**src/rtl/regbus_pkg.sv**
```systemverilog
package regbus_pkg;
   localparam int unsigned BUS_W = 16;

   typedef struct packed {
      logic [BUS_W-1:0] addr;
      logic [BUS_W-1:0] data;
      logic             rw;
      logic             valid;
   } bus_word_t;
endpackage

```
**src/rtl/addr_window_decode.sv**
```systemverilog
module addr_window_decode #(
   parameter int unsigned BASE  = 0,
   parameter int unsigned N_OUT = 2,
   parameter int unsigned N_IN  = 2,
   parameter int unsigned OFF_W = 2
) (
   input  logic [15:0]      addr,
   output logic             in_win,
   output logic             is_ro,
   output logic [OFF_W-1:0] off
);
   localparam int unsigned SIZE = N_OUT + N_IN;

   logic [16:0] rel;

   always_comb begin
      rel    = {1'b0, addr} - 17'(BASE);
      in_win = !rel[16] && (rel < 17'(SIZE));
      is_ro  = in_win && (rel >= 17'(N_OUT));
      off    = rel[OFF_W-1:0];
   end
endmodule

```
**src/rtl/out_reg_bank.sv**
```systemverilog
module out_reg_bank #(
   parameter int unsigned N_OUT = 2,
   parameter int unsigned OFF_W = 2
) (
   input  logic                  clk,
   input  logic                  rst,
   input  logic                  we,
   input  logic [OFF_W-1:0]      off,
   input  logic [15:0]           wdata,
   output logic [16*N_OUT-1:0]   regs
);
   for (genvar i = 0; i < int'(N_OUT); i++) begin : g_reg
      always_ff @(posedge clk) begin
         if (rst)
            regs[16*i +: 16] <= '0;
         else if (we && off == OFF_W'(i))
            regs[16*i +: 16] <= wdata;
      end
   end
endmodule

```
**src/rtl/in_reg_bank.sv**
```systemverilog
module in_reg_bank #(
   parameter int unsigned N_IN          = 2,
   parameter bit          SAMPLE_INPUTS = 1'b1
) (
   input  logic                clk,
   input  logic                rst,
   input  logic [16*N_IN-1:0]  fab_in,
   output logic [16*N_IN-1:0]  samp
);
   if (SAMPLE_INPUTS) begin : g_flop
      always_ff @(posedge clk) begin
         if (rst) samp <= '0;
         else     samp <= fab_in;
      end
   end else begin : g_wire
      logic unused_clk;
      assign unused_clk = clk ^ rst;
      assign samp = fab_in;
   end
endmodule

```
**src/rtl/chain_reg_core.sv**
```systemverilog
module chain_reg_core
   import regbus_pkg::*;
#(
   parameter int unsigned BASE          = 16'h0010,
   parameter int unsigned N_OUT         = 2,
   parameter int unsigned N_IN          = 2,
   parameter bit          SAMPLE_INPUTS = 1'b1
) (
   input  logic                 clk,
   input  logic                 rst,
   input  logic [15:0]          up_addr,
   input  logic [15:0]          up_data,
   input  logic                 up_rw,
   input  logic                 up_valid,
   output logic [15:0]          dn_addr,
   output logic [15:0]          dn_data,
   output logic                 dn_rw,
   output logic                 dn_valid,
   output logic [16*N_OUT-1:0]  fab_out,
   input  logic [16*N_IN-1:0]   fab_in
);
   localparam int unsigned SIZE  = N_OUT + N_IN;
   localparam int unsigned OFF_W = (SIZE > 1) ? $clog2(SIZE) : 1;

   if (N_OUT < 1 || N_IN < 1) begin : g_bad_count
      $error("chain_reg_core: N_OUT and N_IN must be at least 1");
   end
   if (BASE + SIZE > 65536) begin : g_bad_window
      $error("chain_reg_core: window exceeds 16-bit address space");
   end

   logic             in_win, is_ro, we;
   logic [OFF_W-1:0] off;
   logic [16*N_IN-1:0] samp;
   logic [15:0]      rdata;
   bus_word_t        stage_q;

   addr_window_decode #(.BASE(BASE), .N_OUT(N_OUT), .N_IN(N_IN), .OFF_W(OFF_W)) u_dec (
      .addr(up_addr), .in_win(in_win), .is_ro(is_ro), .off(off)
   );

   assign we = up_valid && up_rw && in_win && !is_ro;

   out_reg_bank #(.N_OUT(N_OUT), .OFF_W(OFF_W)) u_out (
      .clk(clk), .rst(rst), .we(we), .off(off), .wdata(up_data), .regs(fab_out)
   );

   in_reg_bank #(.N_IN(N_IN), .SAMPLE_INPUTS(SAMPLE_INPUTS)) u_in (
      .clk(clk), .rst(rst), .fab_in(fab_in), .samp(samp)
   );

   always_comb begin
      rdata = '0;
      for (int i = 0; i < int'(N_OUT); i++)
         if (off == OFF_W'(i)) rdata = fab_out[16*i +: 16];
      for (int j = 0; j < int'(N_IN); j++)
         if (off == OFF_W'(int'(N_OUT) + j)) rdata = samp[16*j +: 16];
   end

   always_ff @(posedge clk) begin
      if (rst) begin
         stage_q <= '0;
      end else begin
         stage_q.addr  <= up_addr;
         stage_q.rw    <= up_rw;
         stage_q.valid <= up_valid;
         stage_q.data  <= (up_valid && !up_rw && in_win) ? rdata : up_data;
      end
   end

   assign dn_addr  = stage_q.addr;
   assign dn_data  = stage_q.data;
   assign dn_rw    = stage_q.rw;
   assign dn_valid = stage_q.valid;
endmodule

```
**config.mk**
```make
export PLATFORM = sky130hd
export DESIGN_NAME = chain_reg_core
export DESIGN_NICKNAME = d
export VERILOG_FILES = /design/src/rtl/regbus_pkg.sv /design/src/rtl/addr_window_decode.sv /design/src/rtl/out_reg_bank.sv /design/src/rtl/in_reg_bank.sv /design/src/rtl/chain_reg_core.sv
export SDC_FILE = /design/constraint.sdc
export NUM_CORES = 1
export LEC_CHECK = 0
export BUFFER_PORTS_ARGS = -buffer_cell sky130_fd_sc_hd__buf_2
export CAP_MARGIN = 15
export CORE_AREA = 2 2 120 87
export DETAILED_ROUTE_END_ITERATION = 16
export DIE_AREA = 0 0 122 89
export GPL_TIMING_DRIVEN = 0
export PLACE_DENSITY = 0.71
export SLEW_MARGIN = 15
export SYNTH_ARGS = -nofsm -noshare
export SYNTH_HDL_FRONTEND = slang
export SYNTH_HIERARCHICAL = 1
export SYNTH_SLANG_ARGS = --single-unit
```
**constraint.sdc**
```tcl
create_clock -name clk -period 6.8 [get_ports clk]
set_input_delay 1.02 -clock clk [delete_from_list [all_inputs] [get_ports clk]]
set_output_delay 1.02 -clock clk [all_outputs]
set_load 0.01 [all_outputs]
```
======== Yosys cells after proc, flatten, opt, wreduce, memory -nomap -nowiden ========
Index checks and enable logic that the tools add are counted.
storage, ports and cells
  bits in registers ....................... 98
  bits in latches ......................... 0
  memory bits (writable) .................. 0
  bits in read-only memories .............. 0
  input port bits ......................... 68
  output and inout port bits .............. 66
  logic and storage cells ................. 31
  memories ................................ 0
cells by class
  add/sub/neg operators ................... 1
  $mul .................................... 0
  div/mod/pow operators ................... 0
  magnitude comparators ................... 2
  eq/ne operators ......................... 3
  shift operators ......................... 0
  muxes and demuxes ....................... 5
  bitwise operators ....................... 0
  reductions and logical operators ........ 13
operators by type and width
  kind                   count
  $mux 16                5
  $ge 17x2->1 const B    1
  $lt 17x3->1 const B    1
  $sub 16x5->17 const B  1
  $logic_and 1x1->1      9
  $eq 2x2->1 const B     2
  $logic_not 1->1        3
  $eq 2x1->1 const B     1
  $logic_not 2->1        1

======== Longest topological paths before layout ========
  depth after elaboration ................. 7
  gate-level depth with buffers ........... 11
  gate-level depth less buffers ........... 10

======== Cells and area by module ========
Netlist, hierarchy kept.
by module, submodules not included
  module              times used  cells an instance  area an instance (µm²)  seq. area each (µm²)
  chain_reg_core      1           97                 1,408.9                 680.7
  out_reg_bank        1           125                1,341.3                 640.6
  in_reg_bank         1           67                 863.3                   640.6
  addr_window_decode  1           25                 201.4                   0.0

======== Least setup slack after synthesis ========
No wires, ideal clock.
  path kind ............................... input to register
  from .................................... input up_addr[4]
  to ...................................... register u_out.regs[10]
  setup time .............................. 72 ps
  arrival ................................. 3,028 ps
  data required time ...................... 6,728 ps
  slack ................................... 3,701 ps
  stages on the path ...................... 11
  buffers on the path ..................... 1
  path through ............................ inv_1 -> ha_1 -> nor4b_2 -> o21ai_0 -> a22oi_2 -> nor3_1 -> nand2_1 -> nor3_1 -> nor3b_2 -> buf_4 -> mux2i_1
between the ends
  cells in the longest elaborated chain, start to end .. 7
  elaborated cells on any way between the ends .. 10
  classes of those cells .................. 1 x add/sub; 2 x order compare; 7 x reduce/logical
ends and longest elaborated chain
  element                                                line                      RTL
  from (decl)                                            chain_reg_core.sv:11      input logic [15:0] up_addr,
  $sub 16x5->17 (*)                                      addr_window_decode.sv:17  rel = {1'b0, addr} - 17'(BASE);
  $lt 17x3->1 / $logic_not 1->1 (equally long branches)  addr_window_decode.sv:18  in_win = !rel[16] && (rel < 17'(SIZE));
  $logic_and 1x1->1 (*)                                  addr_window_decode.sv:18
  net in_win                                             chain_reg_core.sv:32      logic in_win, is_ro, we;
  $logic_and 1x1->1                                      addr_window_decode.sv:19  is_ro = in_win && (rel >= 17'(N_OUT));
  $logic_not 1->1                                        chain_reg_core.sv:42      assign we = up_valid && up_rw && in_win && !is_ro;
  $logic_and 1x1->1 (*)                                  chain_reg_core.sv:42
  net we                                                 chain_reg_core.sv:32
  $logic_and 1x1->1 (*)                                  out_reg_bank.sv:16        else if (we && off == OFF_W'(i))
  to (signal, indexed assignment)                        out_reg_bank.sv:17        regs[16*i +: 16] <= wdata;
  to (decl)                                              out_reg_bank.sv:10        output logic [16*N_OUT-1:0] regs
The timed path passes the listed nets; every way through them passes the cells marked *.
A chain may end at the register's enable or synchronous reset.

======== Final worst setup path ========
  from .................................... input up_addr[4]
  to ...................................... register u_out.regs[4]
The elaborated chain is that of the path after synthesis.

==> results_dict.tcl <==
set metrics [dict create \
    yosysMostFrequentCell "dfxtp_1" \
    yosysTopAreaCell "dfxtp_1" \
    critPathLaunchType "input pin" \
    cts_setup_buffers 0 \
    timing.final.crit_share_pct 49.6 \
    syn_nets 383 \
    grt_pass1_wl_um 14400 \
    io_pins 134 \
    fin_nets 527 \
    synth.top_cell.area_share_pct 51.4 \
    placed_cell_area_um2 4640 \
    crit_fanout 10 \
    areaGrowthSynthToFinish_pct 30.1 \
    cpMostUsedCell "nor3_1" \
    cp_slowest_cell "nor3b_2" \
    finalInstanceArea_um2 4960 \
    root_buffer "clkbuf_16" \
    leakage_nw 2.31 \
    worst_r2r_startpoint "u_out/regs[29]" \
    period_minus_slack_ns 3.37 \
    cts_tree "yes" \
    viasPerCell 4.67 \
    switching_share_pct 21.9 \
    slew_headroom_pct 59.7 \
    cts_buffers 9 \
    postLayoutSetupSlackWorst_ns 3.43 \
    hpwl_um 7260 \
    power_frac_clock_pct 43.6 \
    cp_top_family "simple AND/OR/NAND/NOR gates" \
    yosys-top-cells-area "dfxtp_1 51%, mux2i_1 8.4%, nor2b_1 8.0%" \
    h-tree-depth 3 \
    crit_required_ns 7.06 \
    holdBufCountCts 0 \
    cts_resized 0 \
    grt_overflow 0 \
    hp-class "flop to flop" \
    hold_viol 0 \
    wire_per_inst_um 16.2 \
    grt_max_degree 18 \
    postRouteAntennaNets 0 \
    ys_ff_latch 98 \
    critical_path_cell_count 12 \
    initial_utilization_pct 39.9 \
    final-seq-area_um2 1960 \
    finalSetupTns_ns 0 \
    fp.dieW_um 122 \
    yosysSeqAreaShare_pct 51.4 \
    synthArstFlopShare_pct 0 \
    fp-row-count 30 \
    drv_cap 0 \
    fmax_mhz 296 \
    power_frac_seq_pct 48.1 \
    finClkSkew_ns 0.00476 \
    cp.arrival_ns 3.64 \
    syn_avg_cell_area_um2 12.1 \
    diodes 0 \
    worstSkewPairLatency_ns 0.34 \
    ys_types 37 \
    path_clk_slew_ns 0.07 \
    r2r_cells 2 \
    outcome "complete, no violations" \
    irDropWorstVdd_uv 119 \
    drcViolationCount 0 \
    critPathCaptureType "flop" \
    finalWirelength_um 9600 \
    ys_warn_count 6 \
    crit_path_end "u_out/regs[4]" \
    cts_sinks 98 \
    clk_path_buf_depth 2 \
    track_usage_pct 18.1 \
    power_density_nw_per_um2 251 \
    fillerInstances 870 \
    multi_input_area_um2 1700 \
    cp_cell_sequence "buf_2 -> inv_1 -> ha_1 -> nor4b_2 -> o21ai_0 -> a22oi_2 -> nor3_1 -> nand2_1 -> nor3_1 -> nor3b_2 -> buf_4 -> mux2i_1" \
    die_y_um 89 \
    antenna_found_initial 0 \
    crit_type "input pin to flop" \
    rsz0062_at_grt "false" \
    first_global_vias 2687 \
    p_switching_uw 273 \
    port_buffers 133 \
    p_int_uw 974 \
    fin_util_pct 51.9 \
    core-area_um2 9570 \
    place_ws_ns 3.10 \
    initialDrtViolationCount 111 \
    postSynthCellCount 314 \
    cp_num_buf_inv 3 \
    num_vias 2762 \
    slew_violations 0 \
    dieArea_um2 10900 \
    gp_congestion 0.773 \
    timing.reg2reg.setup_slack_ns 5.62 \
    synth_edf_count 0 \
    cp_slowest_stage_delay_ns 0.44 \
    syn_area_um2 3810 \
    finalNonFillerCells 591 \
    hold-path-cell-count 2 \
    drtPass1Iterations 4 \
    p_comb_share_pct 8.3 \
    worstReg2RegEnd "dn_data[13]" \
    place_inst 575 \
    yosys-top-cells-count "98 x dfxtp_1, 49 x nor2b_1, 48 x nand2b_1" \
    synth_ff_type "dfxtp_1" \
    finalSetupViolCount 0 \
    startpoint "up_addr[4]" \
    drive_gt1_share_pct 39.5 \
    tightest_slew_ns 0.605 \
]
[per-layer routing]
metal | wire length, um | up-vias | part of all wire (%) | GRT usage [%]
met5 | 0 | - | 0 | 0
met4 | 121 | 0 | 1.3 | 6.79
met1 | 4260 | 1305 | 44 | 23.0
met3 | 582 | 12 | 6.1 | 5.04
met2 | 4640 | 76 | 48 | 30.0
li1 | - | 1369 | - | -
[layout by cell type, fill, tap and decap left out, drive strengths merged]
cell	n
xnor2	1
a31oi	1
nor3	5
nand2b	48
or3b	1
clkinv	1
a22oi	1
nor2b	49
dfxtp	98
nor3b	1
nand3	1
clkinvlp	1
a22o	16
nand2	1
clkbuf	18
and3b	1
nor2	1
o21ai	3
bufinv	2
a21oi	1
buf	146
and3	2
and2b	2
or2	1
inv	6
mux4	16
mux2i	32
nand3b	1
nor4b	2
a32o	1
ha	1
nor4	2
[flip-flops by register name, indices dropped and copies added, names as in the netlist]
register / count
dn_valid: 1
u_out/regs: 32
dn_data: 16
dn_rw: 1
dn_addr: 16
u_in/samp: 32
[how the worst min path moves through the flow]
stage	from	end	slack, ns
finish	u_out/regs[6]	u_out/regs[6]	0.49
global route	u_out/regs[15]	u_out/regs[15]	0.51
CTS	u_out/regs[21]	u_out/regs[21]	0.50
detailed placement	u_out/regs[2]	u_out/regs[2]	0.48
global placement	u_out/regs[3]	u_out/regs[3]	0.47
floorplan	u_out/regs[29]	u_out/regs[29]	0.50
[stage by stage]
| stage | total power [mW] | hold WS (ns) |
|---|---|---|
| after floorplan | 0.668 | 0.500 |
| after global placement | 0.714 | 0.471 |
| after detailed placement | 0.717 | 0.484 |
| after CTS | 1.26 | 0.497 |
| after global routing | 1.30 | 0.511 |
| final | 1.25 | 0.492 |
[power by group through the flow]
| stage | sequential, mW | combinational, mW | clock, mW |
|---|---|---|---|
| 3_5_place_dp | 0.613 | 0.104 | 0 |
| 3_3_place_gp | 0.612 | 0.102 | 0 |
| 6_report | 0.599 | 0.104 | 0.544 |
| 4_1_cts | 0.599 | 0.104 | 0.559 |
| 2_1_floorplan | 0.617 | 0.0506 | 0 |
| 5_1_grt | 0.600 | 0.112 | 0.582 |
[cell families (layout without fill, tap and decap cells)]
family / Yosys count / after routing / synth area share (%)
compound gates: 23 / 23 / 5.15
xor+xnor: 1 / 1 / 0.230
fa+ha+maj: 1 / 1 / 0.328
buf+inv: 25 / 174 / 3.97
flops: 98 / 98 / 51.4
mux: 48 / 48 / 18.4
simple gates: 118 / 118 / 20.5
[cell type report]
cell class                 instances  share of cell area, %
tap                              128                   3.23
buffer                            22                   2.82
timing repair buffer             133                   13.4
multi-input combinational        191                   34.3
clock buffer                       9                   4.54
sequential                        98                   39.5
clock inverter                     7                   1.99
inverter                           3                  0.227
[tightest hold or removal path: cells and delay by family, from the launching register on]
| kind | cells | cell delay [ns] |
|---|---|---|
| simple gates | 1 | 0.06 |
| mux | 1 | 0.06 |
| flops | 1 | 0.32 |
Power figures use the tool's default switching activity.
